File: src/rtl/pfu_pkg.sv
// Package pfu_pkg
// Shared constants and types for the permission/fault unit.
// Assumes the status word is 8 bits wide, with the field layout fixed by the requirements.
package pfu_pkg;
    typedef struct packed {
        logic r;
        logic w;
        logic x;
    } rights_t;

    localparam logic [3:0] CODE_NONE = 4'd0;
    localparam logic [3:0] CODE_PROT = 4'd8;
    localparam logic [3:0] CODE_PRIV = 4'd12;

    localparam int STAT_W    = 8;
    localparam int IDX_LSB   = 5;
    localparam int VALID_BIT = 1;
    localparam int OVF_BIT   = 0;
endpackage

File: src/rtl/pfu_perm_decode.sv
// Module pfu_perm_decode
// Purely combinational. Maps a permission value, an access kind and a privilege
// to a raw fault code and to the rights that may be granted.
// Assumes write and fetch together demand both rights.
module pfu_perm_decode
    import pfu_pkg::*;
(
    input  logic [2:0] perm,
    input  logic       is_write,
    input  logic       is_fetch,
    input  logic       is_super,
    input  logic       modified,
    output logic [3:0] code,
    output rights_t    granted
);
    rights_t allow;
    logic    priv_viol;
    logic    is_read;
    logic    missing;

    // Select the rights the permission value allows for this privilege.
    always_comb begin
        allow = '0;
        case (perm)
            3'd0: allow = '{r: 1'b1, w: 1'b0, x: 1'b0};
            3'd1: allow = '{r: 1'b1, w: 1'b1, x: 1'b0};
            3'd2: allow = '{r: 1'b1, w: 1'b0, x: 1'b1};
            3'd3: allow = '{r: 1'b1, w: 1'b1, x: 1'b1};
            3'd4: allow = '{r: 1'b0, w: 1'b0, x: 1'b1};
            3'd5: allow = '{r: 1'b1, w: is_super, x: 1'b0};
            3'd6: allow = '{r: is_super, w: 1'b0, x: is_super};
            default: allow = '{r: is_super, w: is_super, x: is_super};
        endcase
    end

    // Check each demanded right against the allowed set.
    always_comb begin
        is_read   = !is_write && !is_fetch;
        priv_viol = !is_super && (perm[2:1] == 2'b11);
        missing   = (is_write && !allow.w) || (is_fetch && !allow.x) || (is_read && !allow.r);
        if (priv_viol)    code = CODE_PRIV;
        else if (missing) code = CODE_PROT;
        else              code = CODE_NONE;
    end

    // Withhold the write right until the page is marked modified.
    always_comb begin
        granted   = allow;
        granted.w = allow.w && modified;
    end
endmodule

File: src/rtl/pfu_fault_regs.sv
// Module pfu_fault_regs
// Holds the fault status word and the fault address register.
// Assumes fault_ev is asserted for at most one access per cycle.
// A clear that coincides with a fault consumes the old word, so no overflow is marked.
module pfu_fault_regs
    import pfu_pkg::*;
#(
    parameter int AW        = 32,
    parameter int PAGE_BITS = 12
) (
    input  logic              clk,
    input  logic              rst_n,
    input  logic              fault_ev,
    input  logic [2:0]        idx,
    input  logic [3:0]        code,
    input  logic [AW-1:0]     addr,
    input  logic              clr_stat,
    output logic [STAT_W-1:0] stat_q,
    output logic [AW-1:0]     addr_q
);
    localparam logic [AW-1:0] PG_MASK = ~((AW'(1) << PAGE_BITS) - AW'(1));

    logic [STAT_W-1:0] fields;
    logic              ovf;

    // Build the fields of the new status word.
    always_comb begin
        fields            = '0;
        fields[IDX_LSB+:3] = idx;
        fields[3:0]       = code;
        fields[VALID_BIT] = 1'b1;
        ovf               = (stat_q != '0) && !clr_stat;
    end

    // Update the status word on a fault or a software clear.
    always_ff @(posedge clk) begin
        if (!rst_n)        stat_q <= '0;
        else if (fault_ev) stat_q <= fields | STAT_W'(ovf);
        else if (clr_stat) stat_q <= '0;
    end

    // Capture the page-aligned address of each logged fault.
    always_ff @(posedge clk) begin
        if (!rst_n)        addr_q <= '0;
        else if (fault_ev) addr_q <= addr & PG_MASK;
    end
endmodule

File: src/rtl/pfu_sw_port.sv
// Module pfu_sw_port
// Software read port: selects a register and raises the clear for status reads.
// Assumes AW is at least STAT_W.
module pfu_sw_port
    import pfu_pkg::*;
#(
    parameter int AW = 32
) (
    input  logic              sw_rd,
    input  logic              sw_sel,
    input  logic [STAT_W-1:0] stat_q,
    input  logic [AW-1:0]     addr_q,
    output logic [AW-1:0]     sw_rdata,
    output logic              clr_stat
);
    // Multiplex the selected register and decode the read-clear.
    always_comb begin
        sw_rdata = sw_sel ? addr_q : AW'(stat_q);
        clr_stat = sw_rd && !sw_sel;
    end
endmodule

File: src/rtl/perm_fault_unit.sv
// Module perm_fault_unit
// Top level. Judges an access against the page permission field, applies the
// no-fault override for user accesses, and logs reported faults for software.
// Assumes the rights outputs are used only when acc_valid is high.
module perm_fault_unit
    import pfu_pkg::*;
#(
    parameter int AW        = 32,
    parameter int PAGE_BITS = 12
) (
    input  logic          clk,
    input  logic          rst_n,
    input  logic          acc_valid,
    input  logic [2:0]    acc_perm,
    input  logic          acc_write,
    input  logic          acc_fetch,
    input  logic          acc_super,
    input  logic          acc_modified,
    input  logic [AW-1:0] acc_addr,
    input  logic          nofault_en,
    output logic [3:0]    fault_code,
    output logic          fault_flag,
    output logic          grant_r,
    output logic          grant_w,
    output logic          grant_x,
    input  logic          sw_rd,
    input  logic          sw_sel,
    output logic [AW-1:0] sw_rdata
);
    rights_t           granted;
    logic [3:0]        raw_code;
    logic [2:0]        acc_idx;
    logic              suppress;
    logic              blocked;
    logic              clr_stat;
    logic [STAT_W-1:0] stat_q;
    logic [AW-1:0]     addr_q;

    pfu_perm_decode u_dec (
        .perm     (acc_perm),
        .is_write (acc_write),
        .is_fetch (acc_fetch),
        .is_super (acc_super),
        .modified (acc_modified),
        .code     (raw_code),
        .granted  (granted)
    );

    // Form the access index and decide whether the fault is reported.
    always_comb begin
        acc_idx    = {acc_write, acc_fetch, acc_super};
        suppress   = nofault_en && !acc_super;
        blocked    = (raw_code != CODE_NONE) && !suppress;
        fault_flag = acc_valid && blocked;
        fault_code = raw_code;
        grant_r    = granted.r && !blocked;
        grant_w    = granted.w && !blocked;
        grant_x    = granted.x && !blocked;
    end

    pfu_fault_regs #(.AW(AW), .PAGE_BITS(PAGE_BITS)) u_regs (
        .clk      (clk),
        .rst_n    (rst_n),
        .fault_ev (fault_flag),
        .idx      (acc_idx),
        .code     (raw_code),
        .addr     (acc_addr),
        .clr_stat (clr_stat),
        .stat_q   (stat_q),
        .addr_q   (addr_q)
    );

    pfu_sw_port #(.AW(AW)) u_sw (
        .sw_rd    (sw_rd),
        .sw_sel   (sw_sel),
        .stat_q   (stat_q),
        .addr_q   (addr_q),
        .sw_rdata (sw_rdata),
        .clr_stat (clr_stat)
    );
endmodule

File: config.mk
export PLATFORM = sky130hd
export DESIGN_NAME = perm_fault_unit
export DESIGN_NICKNAME = d
export VERILOG_FILES = /design/src/rtl/pfu_pkg.sv /design/src/rtl/pfu_perm_decode.sv /design/src/rtl/pfu_fault_regs.sv /design/src/rtl/pfu_sw_port.sv /design/src/rtl/perm_fault_unit.sv
export SDC_FILE = /design/constraint.sdc
export NUM_CORES = 1
export LEC_CHECK = 0
export ABC_AREA = 1
export CAP_MARGIN = 20
export CORE_MARGIN = 3
export CORE_UTILIZATION = 27
export CTS_CLUSTER_SIZE = 14
export DETAILED_ROUTE_END_ITERATION = 8
export GPL_TIMING_DRIVEN = 0
export PLACE_DENSITY = 0.58
export SYNTH_ARGS = -nofsm -noshare
export SYNTH_HDL_FRONTEND = slang
export SYNTH_HIERARCHICAL = 1
export SYNTH_SLANG_ARGS = --single-unit
File: constraint.sdc
create_clock -name clk -period 2.3 [get_ports clk]
set_input_delay 0.69 -clock clk [delete_from_list [all_inputs] [get_ports clk]]
set_output_delay 0.69 -clock clk [all_outputs]
set_load 0.005 [all_outputs]
---- Word-level counts from Yosys, hierarchy flattened ----
Cells that the tools add are included.
Widths: inputs -> output; s select.
operators by class
  muxes and demuxes ....................... 6
  reduce and logical (&&, ||, !) cells .... 30
  bitwise logic cells ..................... 1
  equal/unequal tests ..................... 7
operator list
  operator            count
  $mux 32             1
  $pmux 3 s7          1
  $mux 8              2
  $logic_and 1x1->1   14
  $logic_not 1->1     10
  $eq 3x3->1 const B  3
  $mux 4              2
  $or 8x1->8          1
  $reduce_bool 8->1   1
  $eq 3x2->1 const B  2
  $reduce_bool 4->1   1
  $eq 3x1->1 const B  1
  $logic_not 3->1     1
  $eq 2x2->1 const B  1
  $logic_or 1x1->1    2
  $reduce_bool 2->1   1
word-level totals
  bits in registers ....................... 28
  word-level logic and storage cells ...... 46
  output and inout bits ................... 40
  bits of input ports ..................... 45

---- Logic depth before layout (Yosys ltp) ----
Gate-level depths: netlist of run 1.
  word-level depth ........................ 12
  depth in mapped cells ................... 15
  depth with buffers taken out ............ 13

---- Cells and area by module ----
Netlist of run 1, hierarchy kept.
by module, submodules not included
  module           times used  area an instance (sq um)  cells an instance
  pfu_fault_regs   1           1119.8                    141
  pfu_sw_port      1           326.6                     79
  pfu_perm_decode  1           126.4                     26
  perm_fault_unit  1           63.8                      14

---- Worst setup path before layout of run 1 ----
No wires, ideal clock.
  path type ............................... input to output
  start point ............................. in acc_perm[0]
  end point ............................... out grant_r
  setup slack ............................. 0.226 ns
  data required time ...................... 1.610 ns
  arrival time ............................ 1.384 ns
  stages on the path ...................... 9
  buffers on the path ..................... 0
  cells stage by stage .................... inv_1 nand2_1 nand2_1 nand2_1 nand2_1 nand3_2 nor2_2 nand2_2 a21oi_1
on the way
  longest elaborated chain between the ends .. 12
  elaborated cells between the ends (all ways) .. 22
ends and longest elaborated chain
  element                             line                   text
  start, declared                     perm_fault_unit.sv:14  input logic [2:0] acc_perm,
  $eq 3x3->1 (tied with other cells)  pfu_perm_decode.sv:24  case (perm)
  $pmux 3 s7 (*)                      pfu_perm_decode.sv:24
  $logic_not 1->1                     pfu_perm_decode.sv:40  missing = (is_write && !allow.w) || (is_fetch && !allow.x) || (is_read && !allow.r);
  $logic_and 1x1->1                   pfu_perm_decode.sv:40
  $logic_or 1x1->1                    pfu_perm_decode.sv:40
  $logic_or 1x1->1 (*)                pfu_perm_decode.sv:40
  $mux 4 (*)                          pfu_perm_decode.sv:42  else if (missing) code = CODE_PROT;
  $mux 4 (*)                          pfu_perm_decode.sv:41  if (priv_viol) code = CODE_PRIV;
  named net fault_code[3]             perm_fault_unit.sv:21  output logic [3:0] fault_code,
  $reduce_bool 4->1 (*)               perm_fault_unit.sv:53  blocked = (raw_code != CODE_NONE) && !suppress;
  $logic_and 1x1->1 (*)               perm_fault_unit.sv:53
  $logic_not 1->1 (*)                 perm_fault_unit.sv:56  grant_r = granted.r && !blocked;
  $logic_and 1x1->1 (*)               perm_fault_unit.sv:56
  end, declared                       perm_fault_unit.sv:23  output logic grant_r,
The timed path passes the listed nets; every way through them passes the cells marked *.

---- Final worst setup path of run 1 ----
  start point ............................. in acc_perm[0]
  end point ............................... out grant_r
on the way
  longest elaborated chain between the ends .. 12
  elaborated cells between the ends (all ways) .. 22
ends and longest elaborated chain
  element                             line
  $eq 3x3->1 (tied with other cells)  pfu_perm_decode.sv:24
  $pmux 3 s7 (*)                      pfu_perm_decode.sv:24
  $logic_not 1->1                     pfu_perm_decode.sv:40
  $logic_and 1x1->1                   pfu_perm_decode.sv:40
  $logic_or 1x1->1 (2 in a row)       pfu_perm_decode.sv:40
  $mux 4                              pfu_perm_decode.sv:42
  $mux 4                              pfu_perm_decode.sv:41
  $reduce_bool 4->1                   perm_fault_unit.sv:53
  $logic_and 1x1->1                   perm_fault_unit.sv:53
  $logic_not 1->1                     perm_fault_unit.sv:56
  $logic_and 1x1->1 (*)               perm_fault_unit.sv:56
Every way passes the cells marked *; elsewhere a longest branch is shown, timed or not.

==> summary.txt, run 1 <==
Placed design
  • Count of input and output buffers: 64
  • Post-DP HPWL: 3.24 mm
  • RePlAce Congestion: 0.683

Worst setup path
  • Largest fanout on the critical path: 4
  • Crit path cell chain: buf_8 > inv_4 > nand2_2 > nand2_2 > nand2_4 > nand2_4 > nand3_4 > nor2_4 > nand2_4 > a21oi_1 > buf_2
  • Crit path buf inv count: 3
  • Most frequent CP cell: nand2_4
  • R2R depth: 6
  • Worst Path Arrival: 1610 ps
  • Crit path required time: 1610 ps
  • Launch point of the worst reg-to-reg path: u_regs/stat_q[2]$_SDFFE_PN0P_
  • CP Capture Type: output pin
  • Reg2reg end: u_regs/stat_q[0]$_SDFFE_PN0P_
  • CP Class: primary input to output pin
  • Flop-to-flop setup slack: 1340 ps
  • CP top delay family: simple AND/OR/NAND/NOR gates
  • Startpoint class of the critical path: primary input
  • Critical path's slowest cell: nor2_4
  • Critical path's largest stage delay: 130 ps

Floorplan
  • Core Rows: 27
  • Full die area: 7030 sq um
  • I/O Pins: 85
  • Core area: 5680 sq um
  • Initial Util: 28.8%
  • Die W: 83.9 um
  • Die Y: 83.9 um

Synth
  • Mapped Avg Cell Area: 6.29 sq um
  • Post-synthesis register bit count: 27
  • Post-synthesis cell count: 260
  • Post-synthesis sequential area ratio: 33.0%
  • Post-synthesis cell area: 1640 sq um
  • Yosys cell types: 21
  • YS warnings: 6

Finish
  • FF+latch area: 541 sq um
  • Fill cell count: 595
  • Footprint of the multi-input gates: 828 sq um
  • ANT cells: 0
  • Nets: 401
  • Area growth from synthesis to layout: 62.0%
  • Share of cells above drive strength 1: 22.8%

CTS
  • Clock root buffer: clkbuf_8
  • Clk_lat worst skew: 270 ps
  • Clock transition at the registers of the reported paths: 90 ps
  • Cts hold-fix bufs: 0
  • CTS Sinks: 27
  • TritonCTS Buffers: 3
  • Max Root-Sink Buffers: 2
  • CTS tree: done
  • Htree depth: 1

Hold path
  • Worst Hold Class: flop to flop
  • Hold wc startpoint: u_regs/stat_q[6]$_SDFFE_PN0P_
  • WHS Endpoint: u_regs/stat_q[6]$_SDFFE_PN0P_
  • Min-Delay Path Depth: 2

Drt
  • DR iter-0 viols: 59
  • Router iterations before antenna repair: 4
  • Vias/cell: 3.96
  • Antenna viol nets, final: 0
  • Vias: 1690
  • Wirelength, routed: 4.24 mm
  • Drt drc: 0
  • Wire length per cell: 9.94 um

STA
  • Fin Hold WS: 487 ps
  • Crit share post-route: 99.9%
  • Post-layout min period: 2300 ps
  • Unrepaired setup endpoints after global routing: yes
  • Clk_skew: 4.12 ps
  • Final Max Slew Viols: 0
  • Max Freq: 435 MHz
  • Endpoints failing setup: 0
  • Final hold vios: 0

Pwr
  • Design Power: 1170 uW
  • Worst VDD drop: 341 uV
  • Leakage: 0.00150 uW
  • Pwr dens: 441 nW/um^2

Run status
  • Run status: finished clean

Global route
  • Vias in the first global route: 1577
  • Global-route wire length before repair: 7.11 mm
  • Total track usage: 11.9%
  • Grt ovf: 0
  • Largest net degree at the start of global routing: 15
  • Initial antenna violation count: 0

Job
  • Max-cap viol count: 0
[layout make-up]
cell class,instances,share of cell area [%]
inverters,43,6.37
clock buffers,4,1.70
multi-input cells,176,31.2
well taps,72,3.40
plain buffers,27,8.97
repair buffers,78,27.9
flip-flops and latches,27,20.4
[worst reg2reg max path, stage by stage (launching register included)]
cell	delay (ps)
dfxtp_1	340
nor2_1	100
nand2_1	50
o21ai_0	180
nand2_1	70
nand2_1	60
a21oi_1	50
[cell usage in the layout (no fill, tap or decap)]
master           count
dlymetal6s2s_1       4
buf_2                5
inv_4                3
nand2_2              7
o21ai_1              3
dfxtp_1             27
clkbuf_1             2
inv_2                2
nor2_1              43
a21oi_1              6
nand4_1              1
nor2_2               4
inv_1               38
nor2_4               2
nand2_1             66
a21oi_2              4
conb_1              15
buf_4               31
buf_6               11
nand3_4              2
clkbuf_8             3
a31oi_1              1
buf_8                3
dlygate4sd2_1        2
clkdlybuf4s50_1     48
nand2_4              3
o21ai_0             18
nor2_8               1
[Yosys cell counts]
cell type,number,area [sq um]
buf_2,1,5.00
o21ai_1,3,15.0
nor2_8,1,20.0
a21oi_2,1,8.76
buf_6,8,90.1
inv_2,2,7.51
nand3_2,2,20.0
conb_1,2,7.51
nand2_2,1,6.26
clkbuf_1,1,3.75
buf_4,16,120
nand2_1,75,282
a21oi_1,9,45.0
nand4_1,1,6.26
o21ai_0,18,90.1
dfxtp_1,27,541
a31oi_1,1,6.26
nor2_2,4,25.0
nor2_1,45,169
inv_1,41,154
buf_8,1,15.0
[report_power, final]
group	internal [uW]	switching, uW	total (uW)
clock	124	142	266
combinational	218	163	380
sequential	504	18.0	522
[worst max path at each step]
stage                            from    endpoint  slack, ps  depth (start not counted)
final                     acc_perm[0]     grant_r          1                         11
after global routing      acc_perm[0]     grant_x        -60                         11
after floorplan           acc_perm[0]     grant_r        230                          9
after CTS                   acc_write  fault_flag        -80                          9
after detailed placement    acc_super  fault_flag       -920                         11
after global placement      acc_super     grant_r       -900                         10
[kinds of logic after synthesis]
kind of cell	count (synthesis)	share of synthesized area (%)
buffers and inverters	70	24.2
DFF	27	33.0
AOI/OAI and AO/OA	32	10.1
other	2	0.459
and+or+nand+nor	129	32.3
[sequential cells by signal, summed over array words and instances (netlist names)]
name / cells
u_regs/addr_q: 20
u_regs/stat_q: 7
[per-layer routing]
metal	wire (um)	part of all wire (%)	up-vias	GRT usage, %
li1	-	-	927	-
met1	2020	48	713	15.4
met2	1920	45	46	20.1
met3	261	6.1	4	3.16
met4	44	1.0	0	1.75
met5	0	0	-	0
[through the flow]
| step | worst slack, ps | cells | setup TNS (ps) | cell area (sq um) | util, % |
|---|---|---|---|---|---|
| finish | 1.42 | 427 | 0 | 2650 | 46.7 |
| global route | -61.1 | 427 | -229 | 2650 | 46.7 |
| CTS | -83.4 | 426 | -114 | 2570 | 45.4 |
| detailed placement | -920 | 409 | -13750 | 2420 | 42.6 |
| global placement | -904 | 409 | -12630 | 2420 | 42.6 |
| floorplan | 226 | 273 | 0 | 1690 | - |
[repair_timing]
action | in CTS | in global routing
buffers inserted | 14 | 2
resized for setup | 58 | 27
setup endpoints to repair | 32 | 14
pin swaps | 12 | 12
(Power assumes the default switching activity.)
==> run 2: changes to the inputs <==
--- a/config.mk
+++ b/config.mk
@@ -7,7 +7,7 @@
 export LEC_CHECK = 0
 export ABC_AREA = 1
 export CAP_MARGIN = 20
-export CORE_MARGIN = 3
+export CORE_MARGIN = 2
 export CORE_UTILIZATION = 27
 export CTS_CLUSTER_SIZE = 14
 export DETAILED_ROUTE_END_ITERATION = 8
==> summary.txt, run 2 (synthesized netlist as in run 1, its figures left out) <==
STA
  • Unrepaired setup endpoints after global routing: yes
  • Crit share post-route: 99.4%
  • Final Max Slew Viols: 0
  • Final hold vios: 0
  • Max Freq: 437 MHz
  • Clk_skew: 0.342 ps
  • Endpoints failing setup: 0
  • Post-layout min period: 2290 ps
  • Setup WS post-layout: 13.1 ps

Global route
  • Initial antenna violation count: 0
  • Total track usage: 12.9%
  • Grt ovf: 0
  • Global-route wire length before repair: 6.82 mm
  • Largest net degree at the start of global routing: 17
  • Vias in the first global route: 1652

CTS
  • CTS Sinks: 27
  • Cts hold-fix bufs: 0
  • Clock root buffer: clkbuf_8
  • Clock transition at the registers of the reported paths: 100 ps
  • Clk_lat worst skew: 270 ps
  • Max Root-Sink Buffers: 2
  • Htree depth: 1
  • CTS tree: done
  • TritonCTS Buffers: 3

Worst setup path
  • CP top delay family: simple AND/OR/NAND/NOR gates
  • Flop-to-flop setup slack: 1380 ps
  • Worst Path Arrival: 1600 ps
  • Crit path cell chain: buf_8 > inv_4 > nand2_2 > nand2_2 > nand2_2 > nand2_2 > nand3_4 > nor2_4 > nand2_4 > a21oi_2 > buf_2
  • Crit path buf inv count: 3
  • Critical path's slowest cell: a21oi_2
  • Largest fanout on the critical path: 4
  • CP Class: primary input to output pin
  • Startpoint class of the critical path: primary input
  • CP Capture Type: output pin
  • Crit path required time: 1610 ps
  • Launch point of the worst reg-to-reg path: u_regs/stat_q[5]$_SDFFE_PN0P_
  • Critical path's largest stage delay: 130 ps
  • R2R depth: 6
  • Reg2reg end: u_regs/stat_q[0]$_SDFFE_PN0P_
  • Most frequent CP cell: nand2_2

Finish
  • Finished Layout Cells: 436
  • Leading registers by flop count: u_regs/addr_q (20), u_regs/stat_q (7)
  • Area growth from synthesis to layout: 68.0%
  • Share of cells above drive strength 1: 24.9%
  • ANT cells: 0
  • Most frequent cells in the layout: nand2_1 (67), clkdlybuf4s50_1 (50), nor2_1 (44), inv_1 (38), buf_4 (33)
  • Commonest non-fill, non-tap cell in the layout: nand2_1
  • Fill cell count: 647
  • Largest Register: u_regs/addr_q
  • Number of flip-flops in the largest register: 20
  • Nets: 407

Placed design
  • Dpl cells: 412
  • Count of input and output buffers: 64
  • Setup Slack @ Placement: -906 ps
  • RePlAce Congestion: 0.764
  • Post-DP HPWL: 3.14 mm

Run status
  • Run status: finished clean

Floorplan
  • Die W: 81.9 um
  • I/O Pins: 85
  • Initial Util: 27.8%
  • Full die area: 6700 sq um
  • Core Rows: 28
  • Die Y: 81.9 um
  • Core area: 5890 sq um

Hold path
  • Hold wc startpoint: u_regs/stat_q[7]$_SDFFE_PN0P_
  • Min-Delay Path Depth: 2
  • WHS Endpoint: u_regs/stat_q[7]$_SDFFE_PN0P_
  • Worst Hold Class: flop to flop

Drt
  • Antenna viol nets, final: 0
  • Vias/cell: 3.98
  • Wire length per cell: 9.91 um
  • Wirelength, routed: 4.32 mm
  • DR iter-0 viols: 33
  • Router iterations before antenna repair: 4
  • Vias: 1737
  • Drt drc: 0

Job
  • Max-cap viol count: 0

Pwr
  • Pwr dens: 442 nW/um^2
  • Worst VDD drop: 273 uV
  • Leakage: 0.00152 uW
==> run 2: final cells by class <==
class	instances	area [sq um]	share of cell area (%)
Multi-Input combinational cell	176	833	30.3
Timing Repair Buffer	85	818	29.8
Inverter	43	174	6.32
Clock inverter	1	7.51	0.273
Sequential cell	27	541	19.7
Tap cell	75	93.8	3.41
Clock buffer	3	41.3	1.50
Buffer	26	241	8.78
==> run 2: how the worst max path moves through the flow <==
stage,startpoint,to,cells past startpoint
CTS,acc_perm[0],grant_x,12
global placement,acc_super,fault_flag,11
floorplan,acc_perm[0],grant_r,9
global route,acc_perm[0],grant_w,11
finish,acc_perm[0],grant_w,11
detailed placement,acc_super,grant_r,10
==> run 2: power by group <==
part / switching (uW) / internal [uW]
sequential: 19.8 / 504
clock: 157 / 123
combinational: 172 / 240
==> run 2: worst register-to-register path, cell delays in order (launching register included) <==
cell and delay [ps]:
dfxtp_1 330, nor2_1 100, nand2_1 50, o21ai_0 160, nand2_1 60, nand2_1 50
a21oi_1 60
==> run 2: repair_timing <==
item                                    in CTS  in global routing
endpoints found under the setup margin      25                 35
buffers inserted                            21                  1
resized for setup                           68                 35
gates cloned                                 0                  1
pin swaps                                   15                  8
==> run 2: stage by stage <==
step           instance area (sq um)  hold slack, ps  total power [uW]  utilization [%]  TNS [ps]
2_1_floorplan                   1690             452               707                -         0
5_1_grt                         2750             515              1280             46.7      -203
3_3_place_gp                    2420             464               861             41.1    -12720
4_1_cts                         2660             486              1200             45.2      -120
3_5_place_dp                    2420             473               863             41.1    -13080
6_report                        2750             488              1220             46.7         0
==> run 2: per-layer routing <==
layer	track usage, %	vias to the layer above	part of all wire [%]
li1	-	935	-
met4	3.50	0	0.60
met2	23.6	45	47
met3	2.31	2	6.2
met1	15.2	755	46
met5	0	-	0
